File: config.mk
export PLATFORM = sky130hd
export DESIGN_NAME = xlat_tlb
export DESIGN_NICKNAME = d
export VERILOG_FILES = /design/src/rtl/xlat_pkg.sv /design/src/rtl/xlat_tag_cmp.sv /design/src/rtl/xlat_first_set.sv /design/src/rtl/xlat_victim_ctr.sv /design/src/rtl/xlat_tlb.sv
export SDC_FILE = /design/constraint.sdc
export NUM_CORES = 2
export LEC_CHECK = 0
export BUFFER_PORTS_ARGS = -buffer_cell sky130_fd_sc_hd__buf_4
export CAP_MARGIN = 5
export CORE_MARGIN = 3
export CORE_UTILIZATION = 50
export CTS_CLUSTER_SIZE = 25
export DETAILED_ROUTE_END_ITERATION = 16
export PLACE_DENSITY = 0.8
export SLEW_MARGIN = 20
export SYNTH_ARGS = -nofsm -noshare
export SYNTH_HDL_FRONTEND = slang
export SYNTH_SLANG_ARGS = --single-unit
File: constraint.sdc
create_clock -name clk -period 2.9 [get_ports clk]
set_clock_uncertainty 0.1 [all_clocks]
set_input_delay 0.145 -clock clk [delete_from_list [all_inputs] [get_ports clk]]
set_output_delay 0.145 -clock clk [all_outputs]
set_load 0.01 [all_outputs]
File: src/rtl/xlat_pkg.sv
package xlat_pkg;
  parameter int VPN_W  = 20;
  parameter int ASID_W = 8;
  parameter int PFN_W  = 20;

  typedef struct packed {
    logic [VPN_W-1:0]  vpn;
    logic [VPN_W-1:0]  mask;
    logic [ASID_W-1:0] asid;
    logic              glob;
    logic              v0;
    logic              v1;
    logic [PFN_W-1:0]  pfn0;
    logic [PFN_W-1:0]  pfn1;
  } tlb_ent_t;

  localparam int ENT_W = $bits(tlb_ent_t);
endpackage

File: src/rtl/xlat_tag_cmp.sv
module xlat_tag_cmp
  import xlat_pkg::*;
#(
  parameter int NUM_ENTRIES = 6
) (
  input  tlb_ent_t          slots [NUM_ENTRIES],
  input  logic [VPN_W-1:0]  vpn,
  input  logic [ASID_W-1:0] asid,
  output logic [NUM_ENTRIES-1:0] match_vec
);
  for (genvar e = 0; e < NUM_ENTRIES; e++) begin : g_cmp
    logic live, tag_ok, id_ok;
    always_comb begin
      live   = slots[e].v0 | slots[e].v1;
      tag_ok = ((vpn ^ slots[e].vpn) & ~slots[e].mask) == '0;
      id_ok  = slots[e].glob | (slots[e].asid == asid);
      match_vec[e] = live & tag_ok & id_ok;
    end
  end
endmodule

File: src/rtl/xlat_first_set.sv
module xlat_first_set #(
  parameter int WIDTH = 6,
  localparam int IW = (WIDTH > 1) ? $clog2(WIDTH) : 1
) (
  input  logic [WIDTH-1:0] vec,
  output logic             any,
  output logic [IW-1:0]    idx
);
  always_comb begin
    any = |vec;
    idx = '0;
    for (int i = WIDTH - 1; i >= 0; i--) begin
      if (vec[i]) idx = IW'(i);
    end
  end
endmodule

File: src/rtl/xlat_victim_ctr.sv
module xlat_victim_ctr #(
  parameter int NUM_ENTRIES = 6,
  localparam int IW = (NUM_ENTRIES > 1) ? $clog2(NUM_ENTRIES) : 1
) (
  input  logic          clk,
  input  logic          rst,
  input  logic          flush,
  input  logic          adv,
  output logic [IW-1:0] ptr
);
  localparam logic [IW-1:0] LAST = IW'(NUM_ENTRIES - 1);

  always_ff @(posedge clk) begin
    if (rst || flush)  ptr <= '0;
    else if (adv)      ptr <= (ptr == LAST) ? '0 : ptr + 1'b1;
  end

  AST_PTR_IN_RANGE: assert property (@(posedge clk) disable iff (rst)
    ptr <= LAST);
  AST_PTR_STEP: assert property (@(posedge clk) disable iff (rst)
    (!flush && adv && ptr != LAST) |=> ptr == $past(ptr) + 1'b1);
  AST_PTR_WRAP: assert property (@(posedge clk) disable iff (rst)
    (!flush && adv && ptr == LAST) |=> ptr == '0);
  AST_FLUSH_PTR: assert property (@(posedge clk) disable iff (rst)
    flush |=> ptr == '0);
endmodule

File: src/rtl/xlat_tlb.sv
module xlat_tlb
  import xlat_pkg::*;
#(
  parameter int          NUM_ENTRIES = 6,
  parameter int          PAGE_SHIFT  = 12,
  parameter logic [31:0] UNC_MASK    = 32'hA000_0000,
  localparam int VA_W = VPN_W + PAGE_SHIFT,
  localparam int IW   = (NUM_ENTRIES > 1) ? $clog2(NUM_ENTRIES) : 1,
  localparam int WIW  = IW + 1
) (
  input  logic              clk,
  input  logic              rst,
  input  logic              lk_req,
  input  logic [VA_W-1:0]   lk_vaddr,
  input  logic [ASID_W-1:0] lk_asid,
  input  logic              lk_ifetch,
  input  logic              wr_en,
  input  logic [WIW-1:0]    wr_idx,
  input  logic [ENT_W-1:0]  wr_entry,
  input  logic              flush,
  input  logic              vic_rd,
  input  logic              vic_adv,
  output logic              rsp_valid,
  output logic              rsp_hit,
  output logic [IW-1:0]     rsp_idx,
  output logic [ENT_W-1:0]  rsp_entry,
  output logic              rsp_uncached,
  output logic              rsp_fault,
  output logic              wr_err,
  output logic [IW-1:0]     vic_ptr,
  output logic              vic_valid,
  output logic [ENT_W-1:0]  vic_entry
);
  tlb_ent_t slots [NUM_ENTRIES];
  tlb_ent_t wr_ent;
  assign wr_ent = tlb_ent_t'(wr_entry);

  // slot storage, one register bank per slot
  for (genvar e = 0; e < NUM_ENTRIES; e++) begin : g_slot
    always_ff @(posedge clk) begin
      if (rst || flush)
        slots[e] <= '0;
      else if (wr_en && wr_idx == WIW'(e))
        slots[e] <= wr_ent;
    end
  end

  // combinational lookup path
  logic [VPN_W-1:0]       lk_vpn;
  logic [NUM_ENTRIES-1:0] match_vec;
  logic                   any_match;
  logic [IW-1:0]          first_idx;
  logic                   misalign, uncached, hit_c;

  assign lk_vpn   = lk_vaddr[VA_W-1:PAGE_SHIFT];
  assign misalign = lk_ifetch & (|lk_vaddr[1:0]);
  assign uncached = (lk_vaddr & VA_W'(UNC_MASK)) == VA_W'(UNC_MASK);
  assign hit_c    = any_match & ~misalign;

  xlat_tag_cmp #(.NUM_ENTRIES(NUM_ENTRIES)) u_cmp (
    .slots     (slots),
    .vpn       (lk_vpn),
    .asid      (lk_asid),
    .match_vec (match_vec)
  );

  xlat_first_set #(.WIDTH(NUM_ENTRIES)) u_pick (
    .vec (match_vec),
    .any (any_match),
    .idx (first_idx)
  );

  xlat_victim_ctr #(.NUM_ENTRIES(NUM_ENTRIES)) u_vic (
    .clk   (clk),
    .rst   (rst),
    .flush (flush),
    .adv   (vic_adv),
    .ptr   (vic_ptr)
  );

  // registered response
  always_ff @(posedge clk) begin
    if (rst) begin
      rsp_valid    <= 1'b0;
      rsp_hit      <= 1'b0;
      rsp_idx      <= '0;
      rsp_entry    <= '0;
      rsp_uncached <= 1'b0;
      rsp_fault    <= 1'b0;
    end else begin
      rsp_valid    <= lk_req;
      rsp_hit      <= lk_req & hit_c;
      rsp_uncached <= lk_req & uncached;
      rsp_fault    <= lk_req & misalign;
      if (lk_req) begin
        rsp_idx   <= hit_c ? first_idx : '0;
        rsp_entry <= hit_c ? ENT_W'(slots[first_idx]) : '0;
      end
    end
  end

  always_ff @(posedge clk) begin
    if (rst) wr_err <= 1'b0;
    else     wr_err <= wr_en && (wr_idx >= WIW'(NUM_ENTRIES));
  end

  always_ff @(posedge clk) begin
    if (rst) begin
      vic_valid <= 1'b0;
      vic_entry <= '0;
    end else begin
      vic_valid <= vic_rd;
      if (vic_rd) vic_entry <= ENT_W'(slots[vic_ptr]);
    end
  end

  AST_RSP_FOLLOWS_REQ: assert property (@(posedge clk) disable iff (rst)
    lk_req |=> rsp_valid);
  AST_NO_RSP_IDLE: assert property (@(posedge clk) disable iff (rst)
    !lk_req |=> !rsp_valid && !rsp_hit && !rsp_fault);
  AST_FAULT_NO_HIT: assert property (@(posedge clk) disable iff (rst)
    rsp_fault |-> !rsp_hit);
  AST_HIT_IDX_RANGE: assert property (@(posedge clk) disable iff (rst)
    rsp_hit |-> rsp_idx < IW'(NUM_ENTRIES));
  AST_MISS_ZERO: assert property (@(posedge clk) disable iff (rst)
    (rsp_valid && !rsp_hit) |-> (rsp_idx == '0 && rsp_entry == '0));
  AST_WR_ERR_PULSE: assert property (@(posedge clk) disable iff (rst)
    (wr_en && wr_idx >= WIW'(NUM_ENTRIES)) |=> wr_err);
  AST_HIT_LIVE: assert property (@(posedge clk) disable iff (rst)
    rsp_hit |-> (rsp_entry[41] | rsp_entry[40]));
  AST_FLUSH_EMPTIES: assert property (@(posedge clk) disable iff (rst)
    (flush && !lk_req) |=> (lk_req |=> !rsp_hit));
endmodule

After elaboration in Yosys (flattened, before gate mapping)
Index checks and enable logic that the tools add are counted.
Widths: inputs -> output; s select.
{"block": "classes", "addsub": 1, "n_lt_le_gt_ge": 3, "n_eq_ne": 13, "n_mux": 15, "bitwise_logic": 50, "reduce_logical": 17}
{"operator": "$bmux 91 s3", "n": 2}
{"operator": "$mux 91", "n": 5}
{"operator": "$and 20x20->20", "n": 6}
{"operator": "$logic_not 20->1", "n": 6}
{"operator": "$not 20->20", "n": 6}
{"operator": "$xor 20x20->20", "n": 6}
{"operator": "$eq 8x8->1", "n": 6}
{"operator": "$mux 3", "n": 8}
{"operator": "$and 1x1->1", "n": 17}
{"operator": "$or 1x1->1", "n": 12}
{"operator": "$eq 4x2->1 const B", "n": 2}
{"operator": "$eq 4x3->1 const B", "n": 2}
{"operator": "$ge 4x4->1 const B", "n": 2}
{"operator": "$not 3->4", "n": 2}
{"operator": "$logic_and 1x1->1", "n": 7}
{"operator": "$reduce_or 6->1", "n": 1}
{"operator": "$eq 4x1->1 const B", "n": 1}
{"operator": "$ge 4x3->1 const B", "n": 1}
{"operator": "$logic_not 4->1", "n": 1}
{"operator": "$add 3x1->3 const B", "n": 1}
{"operator": "$eq 3x3->1 const B", "n": 1}
{"operator": "$eq 2x2->1 const B", "n": 1}
{"operator": "$reduce_or 2->1", "n": 1}
{"operator": "$logic_or 1x1->1", "n": 1}
{"operator": "$not 1->1", "n": 1}
{"block": "word_totals", "reg_bits": 740, "inputBits": 143, "output_inout_bits": 194, "wordCells": 157}

Longest topological paths before layout
{"block": "depth", "ltp_word": 16, "mapped_depth": 12, "mapped_depth_nobuf": 9}

Cells and area by module
Synthesis repeated with hierarchy kept, for this count alone.
{"block": "hier_totals", "hier_cells": 4052, "hier_area_um2": 37443.4}
{"module": "xlat_tlb", "instances": 1, "cells_each": 3726, "area_per_inst_um2": 34887.2, "seq_area_each_um2": 14754.2}
{"module": "xlat_tag_cmp", "instances": 1, "cells_each": 304, "area_per_inst_um2": 2373.5, "seq_area_each_um2": 0.0}
{"module": "xlat_victim_ctr", "instances": 1, "cells_each": 12, "area_per_inst_um2": 130.1, "seq_area_each_um2": 60.1}
{"module": "xlat_first_set", "instances": 1, "cells_each": 10, "area_per_inst_um2": 52.6, "seq_area_each_um2": 0.0}

Worst setup path before layout
Ideal clock, no wire load.
{"block": "synth_path", "path_type": "flip-flop to flip-flop", "start": "register slots[537] (netlist name)", "end": "register rsp_entry[79]", "setup_time_ps": 145, "t_arrival_ps": 2641, "setup_slack_ps": 14, "path_stages_with_launch": 11, "n_path_buf": 2, "synth_period_minus_slack_ps": 2886, "path_cell_list": "dfxtp_1 -> xnor2_1 -> nor2_1 -> or4_1 -> or4_4 -> o211ai_2 -> buf_4 -> buf_4 -> mux2_2 -> o22ai_1 -> a211oi_2"}
{"block": "synth_between", "elab_chain_cells": 11, "elab_cells_between_ends": 13, "cone_classes": "5 x mux; 6 x bitwise; 2 x reduce/logical"}
{"element": "$xor 20x20->20 *", "line": "xlat_tag_cmp.sv:15", "text": "tag_ok = ((vpn ^ slots[e].vpn) & ~slots[e].mask) == '0;"}
{"element": "$and 20x20->20 *", "line": "xlat_tag_cmp.sv:15"}
{"element": "$logic_not 20->1 *", "line": "xlat_tag_cmp.sv:15"}
{"element": "$and 1x1->1 * (2 in series)", "line": "xlat_tag_cmp.sv:17", "text": "match_vec[e] = live & tag_ok & id_ok;"}
{"element": "$mux 3", "line": "xlat_first_set.sv:13", "text": "if (vec[i]) idx = IW'(i);"}
{"element": "$not 3->4 (implied by the code)", "line": "xlat_tlb.sv:97", "text": "rsp_entry <= hit_c ? ENT_W'(slots[first_idx]) : '0;"}
{"element": "$bmux 91 s3", "line": "xlat_tlb.sv:97"}
{"element": "$mux 91 (implied by the code) (2 in series)", "line": "xlat_tlb.sv:97"}
{"element": "$mux 91 *", "line": "xlat_tlb.sv:97"}
{"element": "to (signal assigned)", "line": "xlat_tlb.sv:97"}
{"element": "to (decl)", "line": "xlat_tlb.sv:26", "text": "output logic [ENT_W-1:0] rsp_entry,"}
Every way passes the cells marked *; elsewhere a longest branch is shown, timed or not. The select of a mux whose other input is x is not followed.
A chain may end at the register's enable or synchronous reset.

Final worst setup path
{"block": "layout_path", "start": "register slots[350] (netlist name)", "end": "register rsp_entry[47]"}
{"block": "layout_between", "elab_chain_cells": 13, "elab_cells_between_ends": 15, "cone_classes": "7 x mux; 6 x bitwise; 2 x reduce/logical"}
{"element": "$xor 20x20->20 *", "line": "xlat_tag_cmp.sv:15"}
{"element": "$and 20x20->20 *", "line": "xlat_tag_cmp.sv:15"}
{"element": "$logic_not 20->1 *", "line": "xlat_tag_cmp.sv:15"}
{"element": "$and 1x1->1 * (2 in series)", "line": "xlat_tag_cmp.sv:17"}
{"element": "$mux 3 (3 in series)", "line": "xlat_first_set.sv:13"}
{"element": "$not 3->4 (implied by the code)", "line": "xlat_tlb.sv:97"}
{"element": "$bmux 91 s3", "line": "xlat_tlb.sv:97"}
{"element": "$mux 91 (implied by the code) (2 in series)", "line": "xlat_tlb.sv:97"}
{"element": "$mux 91 *", "line": "xlat_tlb.sv:97"}
Marks and branches as above.

==> impl_metrics.ini <==
[run_status]
status = finished with violations
violations = negative setup slack

[floorplan]
die_h_um = 277
die_area_um2 = 76800
die_w_um = 277
io_pins = 337
coreArea_um2 = 72100
start_util = 0.510
rows = 98

[critical_path]
crit_fanout = 6
cp-end-kind = flop
crit_required_ns = 3.30
crit_start = slots[350]
path_class = reg -> reg
cp_cell_sequence = xnor2_1 > buf_4 > o22ai_1 > nor4_2 > nand4b_1 > nand2b_1 > o211ai_4 > buf_12 > buf_16 > buf_4 > buf_12 > clkbuf_16 > mux2_4 > o22ai_2 > a211oi_2
cp.arrival_ns = 3.94
crit_path_start_kind = flop
critPathSlowestCell = nor4_2
crit_end = rsp_entry[47]
r2r_slack_ns = -0.64
reg2reg_depth = 15
worstReg2RegStart = slots[350]
cpPeakStageDelay_ns = 0.41
reg2reg_to = rsp_entry[47]

[timing]
fin_crit_ns = 3.54
worst_hold_slack_ns = 0.128
relSlewSlack = 0.300
fmax_mhz = 283
setup_viol = 92
slew_violations = 0
hold_viol = 0
rsz0062_at_grt = yes
worst_pin_slew_ns = 1.05
setup_slack_ns = -0.638
fin_crit_sh = 1.22

[power_and_ir_drop]
vdd_drop_max_uv = 397
finalPower_mw = 23.2
leakagePower_nw = 19.2
power_density_nw_per_um2 = 459

[logic_synthesis]
syn_area_um2 = 36700
yosys-top-cells-area = dfxtp_1, nand2_1, a21oi_1
synth.most_common_cell = nand2_1
ys_seq_area_frac = 0.403
ys_types = 52
synth-main-ff-cell = dfxtp_1
postSynthCellCount = 4283
ys_ff_latch = 740
avgSynthCellArea_um2 = 8.58
netlist.area_leader.share = 0.403
async_flop_share = 0
ys_top_cells_by_count = nand2_1, dfxtp_1, a21oi_1, clkbuf_1, mux2_2
synth_edf_count = 0
yosys_warnings = 0
yosys.area.top_type = dfxtp_1
syn-num-nets = 4426

[final_layout]
fin_util = 0.700
drive_gt1_frac = 0.325
final_area_um2 = 50400
fillCellCount = 5000
fin_nets = 5226
syn2layout_area_growth_pct = 37.3

[grt]
overflow = 0
grt_max_degree = 130
grt_pass1_vias = 39100
antenna_found_initial = 13
grtUsageTotal = 0.420
grt_pass1_wl_um = 248000

[routing]
dr.pass1.iters = 12
avgRoutedWirePerCell_um = 28.6
drc = 0
wl_um = 174000
viasPerCell = 6.74
final_antenna_net_count = 0
drt_iter0_markers = 6810
num_vias = 41200

[placed_design]
placed_area_um2 = 44100
place_congestion = 1.15
dp_hpwl_um = 108000
pre_cts_ws_ns = -0.756
io_buffer_count = 326

[cts]
cts_root_buf = clkbuf_16
htreeDepth = 3
cts.clk_slew.worst_paths_ns = 0.06
cts_buffer_depth = 3
clk_latency_ns = 0.65
cts_tree = built
cts_sinks = 740
numCtsBuffers = 81

[worst_hold_path]
hp-class = in -> reg

[flow_run]
cap_violations = 0
## cell usage in the layout, fill, tap and decap left out, types with 5 or more instances in the layout
cell type / netlist / final
mux2_2: 216 / 156
xnor2_1: 125 / 113
xnor2_2: 0 / 12
o211a_1: 89 / 89
mux2_1: 53 / 15
clkbuf_16: 0 / 90
dfxtp_1: 740 / 731
xor2_1: 44 / 43
mux2i_2: 0 / 5
bufinv_16: 0 / 5
diode_2: 0 / 9
buf_4: 19 / 860
mux4_2: 91 / 91
clkinv_2: 0 / 18
buf_6: 12 / 21
clkbuf_8: 0 / 17
buf_16: 0 / 10
a21oi_1: 554 / 553
nand2_1: 1191 / 1190
nor4_2: 0 / 9
dlygate4sd3_1: 0 / 107
buf_8: 0 / 7
a211oi_2: 45 / 59
buf_12: 0 / 81
clkbuf_1: 310 / 20
mux2_4: 0 / 98
nor2_1: 148 / 146
nor4_1: 44 / 33
a22oi_1: 91 / 91
o22ai_2: 0 / 73
o22ai_1: 176 / 95
dfxtp_2: 0 / 6
mux2i_1: 97 / 91
a211oi_1: 135 / 121
o22ai_4: 0 / 8
nand4_1: 6 / 6
## area by class of cell
cell class	instances	area (um2)	area share
diodes	9	22.5	0.000447
clock buffers	118	2350	0.0465
clock inverters	31	342	0.00677
inverters	2	11.3	0.000223
multi-input cells	3163	21700	0.431
flip-flops and latches	740	14800	0.294
well taps	950	1190	0.0236
repair buffers	1095	9980	0.198
## power by group
part,switching (mW),internal [mW]
Combinational,1.26,0.841
Sequential,0.0875,10.3
Clock,4.60,6.11
Total,5.95,17.2
## state kept, by name, indices dropped and copies added (netlist names)
signal and cells:
slots 546, rsp_entry 91, vic_entry 91, rsp_idx 3, u_vic.ptr 3, rsp_fault 1, rsp_hit 1, rsp_uncached 1
rsp_valid 1, vic_valid 1, wr_err 1
## routing by layer
metal  up-vias  GRT usage  share of wire
met1     19300      0.536           0.35
met5         -          0        0.00019
met2      4039      0.623           0.42
met3      1153      0.123           0.16
met4         6      0.262          0.079
li1      16700          -              -
## kinds of logic (layout without fill, tap and decap cells)
family,count (synthesis),count (layout),share of synthesized area
and+or+nand+nor,1428,1428,0.153
AOI/OAI and AO/OA,1109,1109,0.195
DFF,740,740,0.403
muxes,457,457,0.165
buffers and inverters,380,1246,0.0440
xor gates and xnor gates,169,169,0.0403
other,0,9,0
## worst max-delay path, delay by kind of cell (launching register included)
family / cells / cell delay, ns
AO/OA/AOI/OAI: 4 / 0.51
flip-flops: 1 / 0.33
AND/OR/NAND/NOR: 3 / 0.94
XOR/XNOR: 1 / 0.30
buffers and inverters: 6 / 0.89
multiplexers: 1 / 0.31
## per-stage QoR
stage / TNS (ns) / cells
CTS: -33.30 / 6059
global placement: -56.50 / 5756
global route: -49.69 / 6101
finish: -46.37 / 6108
detailed placement: -59.22 / 5756
floorplan: 0 / 4283
## worst min-delay path by stage
stage                       from            to  slack, ns  cells after the start
global route           wr_idx[2]    slots[191]       0.15                      6
finish                 wr_idx[2]    slots[191]       0.13                      6
global placement         vic_adv  u_vic.ptr[0]       0.32                      3
CTS                    wr_idx[2]    slots[194]       0.08                      6
floorplan           wr_entry[24]    slots[206]       0.18                      2
detailed placement       vic_adv  u_vic.ptr[0]       0.32                      3
## repair_timing
item / 4_1_cts / 5_1_grt
resized for setup: 202 / 113
setup buffers: 42 / 34
hold buffers: 107 / 0
gates cloned: 8 / 8
pin swaps: 57 / 51
endpoints found under the hold margin: 630 / 0
setup endpoints to repair: 92 / 95
Power figures use the tool's default switching activity.
